`config.mk`:
```
export PLATFORM = sky130hd
export DESIGN_NAME = bus_owner_reg
export DESIGN_NICKNAME = d
export VERILOG_FILES = /design/src/rtl/bor_pkg.sv /design/src/rtl/bor_cmd_match.sv /design/src/rtl/bor_state.sv /design/src/rtl/bor_eval.sv /design/src/rtl/bor_view.sv /design/src/rtl/bus_owner_reg.sv
export SDC_FILE = /design/constraint.sdc
export NUM_CORES = 1
export LEC_CHECK = 0
export CAP_MARGIN = 10
export CORE_MARGIN = 5
export CORE_UTILIZATION = 39
export CTS_CLUSTER_SIZE = 8
export DETAILED_ROUTE_END_ITERATION = 10
export PLACE_DENSITY = 0.78
export SETUP_SLACK_MARGIN = 0.1
export SLEW_MARGIN = 20
export SYNTH_ARGS = -nofsm -noshare
export SYNTH_HDL_FRONTEND = slang
export SYNTH_HIERARCHICAL = 1
export SYNTH_SLANG_ARGS = --single-unit
```
`constraint.sdc`:
```
create_clock -name clk -period 2.5 [get_ports clk]
set_input_delay 0.375 -clock clk [delete_from_list [all_inputs] [get_ports clk]]
set_output_delay 0.375 -clock clk [all_outputs]
set_load 0.01 [all_outputs]
```
`src/rtl/bor_pkg.sv`:
```
package bor_pkg;
  localparam int CTL_W  = 4;
  localparam int N_MST  = 2;
  localparam int IDX_A  = 0;
  localparam int IDX_B  = 1;

  // Low-bit layout of a master's view; position matters to software.
  typedef struct packed {
    logic peer_en;   // bit 3: mirrored enable
    logic own_en;    // bit 2: own enable
    logic peer_own;  // bit 1: mirrored ownership
    logic own_bit;   // bit 0: own ownership
  } ctl_view_t;
endpackage

```
`src/rtl/bor_cmd_match.sv`:
```
module bor_cmd_match #(
  parameter int               CMD_W     = 8,
  parameter logic [CMD_W-1:0] MATCH     = 'h01,
  parameter logic [CMD_W-1:0] DONT_CARE = 'h10
) (
  input  logic [CMD_W-1:0] cmd,
  output logic             hit
);
  localparam logic [CMD_W-1:0] CARE = ~DONT_CARE;

  always_comb begin
    hit = (((cmd ^ MATCH) & CARE) == '0);
  end
endmodule

```
`src/rtl/bor_state.sv`:
```
module bor_state #(
  parameter int UP_W = 4
) (
  input  logic                                clk,
  input  logic                                rst,
  input  logic [bor_pkg::N_MST-1:0]           wr,
  input  logic [bor_pkg::N_MST-1:0]           wd_own,
  input  logic [bor_pkg::N_MST-1:0]           wd_en,
  input  logic [bor_pkg::N_MST-1:0][UP_W-1:0] wd_up,
  output logic [bor_pkg::N_MST-1:0]           own_q,
  output logic [bor_pkg::N_MST-1:0]           en_q,
  output logic [bor_pkg::N_MST-1:0][UP_W-1:0] up_q,
  output logic [bor_pkg::N_MST-1:0]           own_d,
  output logic [bor_pkg::N_MST-1:0]           en_d
);
  import bor_pkg::*;

  // A's write lands first; B's write is taken relative to the A bits
  // it observed, rebased onto A's new bits.
  always_comb begin
    own_d[IDX_A] = wr[IDX_A] ? wd_own[IDX_A] : own_q[IDX_A];
    en_d[IDX_A]  = wr[IDX_A] ? wd_en[IDX_A]  : en_q[IDX_A];
    own_d[IDX_B] = wr[IDX_B] ? (wd_own[IDX_B] ^ own_q[IDX_A] ^ own_d[IDX_A])
                             : own_q[IDX_B];
    en_d[IDX_B]  = wr[IDX_B] ? (wd_en[IDX_B] ^ en_q[IDX_A] ^ en_d[IDX_A])
                             : en_q[IDX_B];
  end

  always_ff @(posedge clk) begin
    if (rst) begin
      own_q <= '0;
      en_q  <= '0;
    end else begin
      own_q <= own_d;
      en_q  <= en_d;
    end
  end

  for (genvar g = 0; g < N_MST; g++) begin : g_up
    always_ff @(posedge clk) begin
      if (rst)
        up_q[g] <= '0;
      else if (wr[g])
        up_q[g] <= wd_up[g];
    end
  end
endmodule

```
`src/rtl/bor_eval.sv`:
```
module bor_eval (
  input  logic                      clk,
  input  logic                      rst,
  input  logic [bor_pkg::N_MST-1:0] own_d,
  input  logic [bor_pkg::N_MST-1:0] en_d,
  output logic [bor_pkg::N_MST-1:0] sel,
  output logic                      connect
);
  import bor_pkg::*;

  logic b_owns;
  logic link_on;

  always_comb begin
    b_owns  = own_d[IDX_A] ^ own_d[IDX_B];
    link_on = en_d[IDX_A] ^ en_d[IDX_B];
  end

  always_ff @(posedge clk) begin
    if (rst) begin
      sel     <= 2'b01;
      connect <= 1'b0;
    end else begin
      sel     <= {b_owns, ~b_owns};
      connect <= link_on;
    end
  end
endmodule

```
`src/rtl/bor_view.sv`:
```
module bor_view #(
  parameter int DATA_W     = 8,
  parameter bit MIRROR_INV = 1'b0
) (
  input  logic                             clk,
  input  logic                             rst,
  input  logic                             rd_en,
  input  logic                             own_bit,
  input  logic                             own_en,
  input  logic                             peer_bit,
  input  logic                             peer_en,
  input  logic [DATA_W-bor_pkg::CTL_W-1:0] up,
  output logic [DATA_W-1:0]                rdata
);
  import bor_pkg::*;

  ctl_view_t view;

  always_comb begin
    view.peer_en  = peer_en;
    view.own_en   = own_en;
    view.peer_own = peer_bit ^ MIRROR_INV;
    view.own_bit  = own_bit;
  end

  always_ff @(posedge clk) begin
    if (rst)
      rdata <= '0;
    else if (rd_en)
      rdata <= {up, view};
    else
      rdata <= '0;
  end
endmodule

```
`src/rtl/bus_owner_reg.sv`:
```
module bus_owner_reg #(
  parameter int               DATA_W     = 8,
  parameter int               CMD_W      = 8,
  parameter logic [CMD_W-1:0] CMD_MATCH  = 'h01,
  parameter logic [CMD_W-1:0] CMD_IGNORE = 'h10
) (
  input  logic              clk,
  input  logic              rst,
  input  logic              a_req,
  input  logic              a_we,
  input  logic [CMD_W-1:0]  a_cmd,
  input  logic [DATA_W-1:0] a_wdata,
  output logic [DATA_W-1:0] a_rdata,
  input  logic              b_req,
  input  logic              b_we,
  input  logic [CMD_W-1:0]  b_cmd,
  input  logic [DATA_W-1:0] b_wdata,
  output logic [DATA_W-1:0] b_rdata,
  output logic [1:0]        chan_sel,
  output logic              bus_connect
);
  import bor_pkg::*;

  localparam int UP_W = DATA_W - CTL_W;

  logic [N_MST-1:0]             req_v, we_v, hit_v, wr_v, rd_v;
  logic [N_MST-1:0][CMD_W-1:0]  cmd_v;
  logic [N_MST-1:0][DATA_W-1:0] wd_v, rdat_v;
  logic [N_MST-1:0]             wd_own, wd_en;
  logic [N_MST-1:0][UP_W-1:0]   wd_up, up_q;
  logic [N_MST-1:0]             own_q, en_q, own_d, en_d;
  logic                         a_wr_ok, b_wr_ok;

  assign req_v = {b_req, a_req};
  assign we_v  = {b_we, a_we};
  assign cmd_v = {b_cmd, a_cmd};
  assign wd_v  = {b_wdata, a_wdata};
  assign a_rdata = rdat_v[IDX_A];
  assign b_rdata = rdat_v[IDX_B];
  assign a_wr_ok = wr_v[IDX_A];
  assign b_wr_ok = wr_v[IDX_B];

  for (genvar g = 0; g < N_MST; g++) begin : g_mst
    bor_cmd_match #(
      .CMD_W    (CMD_W),
      .MATCH    (CMD_MATCH),
      .DONT_CARE(CMD_IGNORE)
    ) u_match (
      .cmd(cmd_v[g]),
      .hit(hit_v[g])
    );

    assign wr_v[g]   = req_v[g] &  we_v[g] & hit_v[g];
    assign rd_v[g]   = req_v[g] & ~we_v[g] & hit_v[g];
    assign wd_own[g] = wd_v[g][0];
    assign wd_en[g]  = wd_v[g][2];
    assign wd_up[g]  = wd_v[g][DATA_W-1:CTL_W];

    bor_view #(
      .DATA_W    (DATA_W),
      .MIRROR_INV(g == IDX_B)
    ) u_view (
      .clk     (clk),
      .rst     (rst),
      .rd_en   (rd_v[g]),
      .own_bit (own_q[g]),
      .own_en  (en_q[g]),
      .peer_bit(own_q[N_MST-1-g]),
      .peer_en (en_q[N_MST-1-g]),
      .up      (up_q[g]),
      .rdata   (rdat_v[g])
    );
  end

  bor_state #(.UP_W(UP_W)) u_state (
    .clk   (clk),
    .rst   (rst),
    .wr    (wr_v),
    .wd_own(wd_own),
    .wd_en (wd_en),
    .wd_up (wd_up),
    .own_q (own_q),
    .en_q  (en_q),
    .up_q  (up_q),
    .own_d (own_d),
    .en_d  (en_d)
  );

  bor_eval u_eval (
    .clk    (clk),
    .rst    (rst),
    .own_d  (own_d),
    .en_d   (en_d),
    .sel    (chan_sel),
    .connect(bus_connect)
  );
endmodule

```
==> flow_summary.toml <==
[clock_tree]
clock_latency_ns = 0.32
h-tree-depth = 2
clock-sinks = 31
postCtsHoldBufs = 0
postCtsResizedCells = 0
cts_buffers = 5
cts_root_buffer = "clkbuf_4"
path_clk_slew_ns = 0.09
cts_tree = "built"
post_cts_buffers = 0
cts_buffer_depth = 2

[global_routing]
grt_max_degree = 30
grt_pass1_vias = 944
antenna_found_initial = 0
globalRouteTotalUtil_pct = 12.9
grt_pass1_wl_um = 4100
grt-ovfl-total = 0

[synthesis]
ys_seq_area_share_pct = 54.3
synth_cell_types = 21
yosys_warnings = 6
async_flop_share_pct = 0
synthSimpleGateAreaFrac_pct = 28.0
syn_avg_cell_area_sq_um = 11.2
yosysTopAreaCell = "dfxtp_1"
syn-cell-area_sq_um = 1140
synth_area_leaders = "dfxtp_1 54%, and3b_1 13%, mux2i_1 7.0%"
syn_nets = 140
synth-compound-area-share_pct = 1.75
synthFlopType = "dfxtp_1"
synthAdderAreaFrac_pct = 0
synth_top_family_by_area = "simple AND/OR/NAND/NOR gates"
synth_top_area_share_pct = 54.3
synth_edf_count = 0
synth_seq_cells = 31
syn_inst = 102
synth_common_cells = "31 x dfxtp_1, 17 x and3b_1, 11 x nor2_1, 8 x mux2i_1"
synth-xor-area-share_pct = 3.06
synthMostInstantiatedCell = "dfxtp_1"
muxShareOfSynthArea_pct = 10.9

[route]
vias_per_cell = 4.81
wirelength_um = 2470
drtIter0Drc = 26
drc_errors = 0
postRouteAntennaNets = 0
drt_first_pass_iters = 4
wire_per_inst_um = 12.9
vias = 918

[placement]
gp_congestion = 0.735
io_buffers = 50
placedCellCount = 183
hpwl_um = 1880
pre_cts_slack_ns = 0.175
placed_area_sq_um = 1680

[timing]
setup_viol = 0
fmax_ghz = 0.504
fin_tns_setup_ns = 0
finalHoldViolCount = 0
tightest_slew_ns = 0.830
setup_slack_ns = 0.514
fin_crit_sh_pct = 79.4
fin_skew_ns = 0.00289
slew_headroom_pct = 44.5
slew_viol_final = 0
grt_setup_unrepaired = "no"
final.min_clock_period_ns = 1.99

[worst_setup_path]
required_ns = 2.77
worstPathArrival_ns = 2.25
r2r_slack_ns = 1.15
r2r_cells = 5
max_stage_delay_ns = 0.40
worstPathCellList = "clkdlybuf4s50_1 > nor4_1 > and3_1 > and3_2 > nand3b_1 > mux2_2 > nand2_1 > xor2_1 > and2b_2"
worst_path_max_delay_cell = "clkdlybuf4s50_1"
start_kind = "input port"
end_kind = "flip-flop"
setup.worst_path.class = "input port to flip-flop"
cp_max_fo = 8

[power_and_ir_drop]
p_per_area_nw_per_um2 = 504
total_power_mw = 0.882
leakagePower_nw = 0.749
ir_drop_v = 0.000398

[floorplan]
die_w_um = 64.2
coreArea_sq_um = 2780
chipHeight_um = 64.2
die_area_sq_um = 4120
io_pins = 57
start_util_pct = 41.1
row_count = 19

[cells_and_area]
fill_cells = 233
stdcell_count = 191
antenna_cells = 0
drive_above_1_share_pct = 11.3
final_cell_area_sq_um = 1750
area_growth_pct = 53.2
nNetsFinal = 197

[min_path]
hp-class = "flip-flop to flip-flop"
hold-path-cell-count = 1

[outcome]
status = "finished clean"

[flow_run]
maxCapViolCount = 0
==> layout by cell type (no fill, tap or decap), drive strengths merged, types with 2 or more instances in the layout <==
cell type	count
nand2	4
clkbuf	8
clkdlybuf4s50	50
nand3b	2
mux2	4
mux2i	8
and2b	2
nor2b	4
xnor2	3
buf	3
a21oi	4
dfxtp	31
and3	4
nor2	11
nor4	2
and3b	17
==> metal layers <==
layer | global-route usage [%] | vias to the layer above | share of wire, %
li1 | - | 466 | -
met1 | 12.5 | 413 | 38
met2 | 22.6 | 31 | 53
met3 | 5.43 | 8 | 6.3
met4 | 7.38 | 0 | 2.6
met5 | 0 | - | 0
==> per-stage QoR <==
| step | hold WS (ns) | util (%) |
|---|---|---|
| after global routing | 0.527 | 63.0 |
| after global placement | 0.467 | 60.5 |
| final | 0.508 | 63.0 |
| after floorplan | 0.445 | - |
| after detailed placement | 0.480 | 60.5 |
| after CTS | 0.506 | 63.0 |
==> kinds of logic after synthesis <==
| kind of cell | Yosys count |
|---|---|
| AND/OR/NAND/NOR | 48 |
| flip-flops | 31 |
| multiplexers | 12 |
| AO/OA/AOI/OAI | 4 |
| XOR/XNOR | 4 |
| buffers and inverters | 3 |
==> report_power, final <==
part | leakage, nW | internal (mW) | total (mW) | switching (mW)
combinational | 0.461 | 0.0505 | 0.0666 | 0.0161
clock | 0.0386 | 0.165 | 0.322 | 0.156
sequential | 0.250 | 0.494 | 0.494 | 0.000189
==> flip-flops by register name, summed over array words and instances, names as in the netlist <==
name / cells
g_mst.u_view/rdata: 16
u_state/up_q: 8
u_eval/sel: 2
u_state/en_q: 2
u_state/own_q: 2
u_eval/connect: 1
==> critical path: cells and delay by family <==
family,cells,cell delay (ns)
xor+xnor,1,0.17
buf+inv,1,0.40
mux,1,0.27
simple gates,6,1.04
==> area by class of cell <==
type	instances	area [sq um]	share of cell area, %
Sequential cell	31	621	35.4
Multi-Input combinational cell	68	500	28.6
Timing Repair Buffer	53	523	29.9
Clock buffer	8	68.8	3.93
Tap cell	31	38.8	2.21
==> path summary, 6_finish.rpt <==
check / startpoint / endpoint
hold reg to reg: u_state/own_q[0] / g_mst[1].u_view/rdata[1]
setup / recovery: b_cmd[5] / u_eval/sel[1]
hold / removal: u_state/own_q[0] / g_mst[1].u_view/rdata[1]
setup reg to reg: u_state/own_q[0] / u_eval/sel[1]
(Power assumes the default switching activity.)
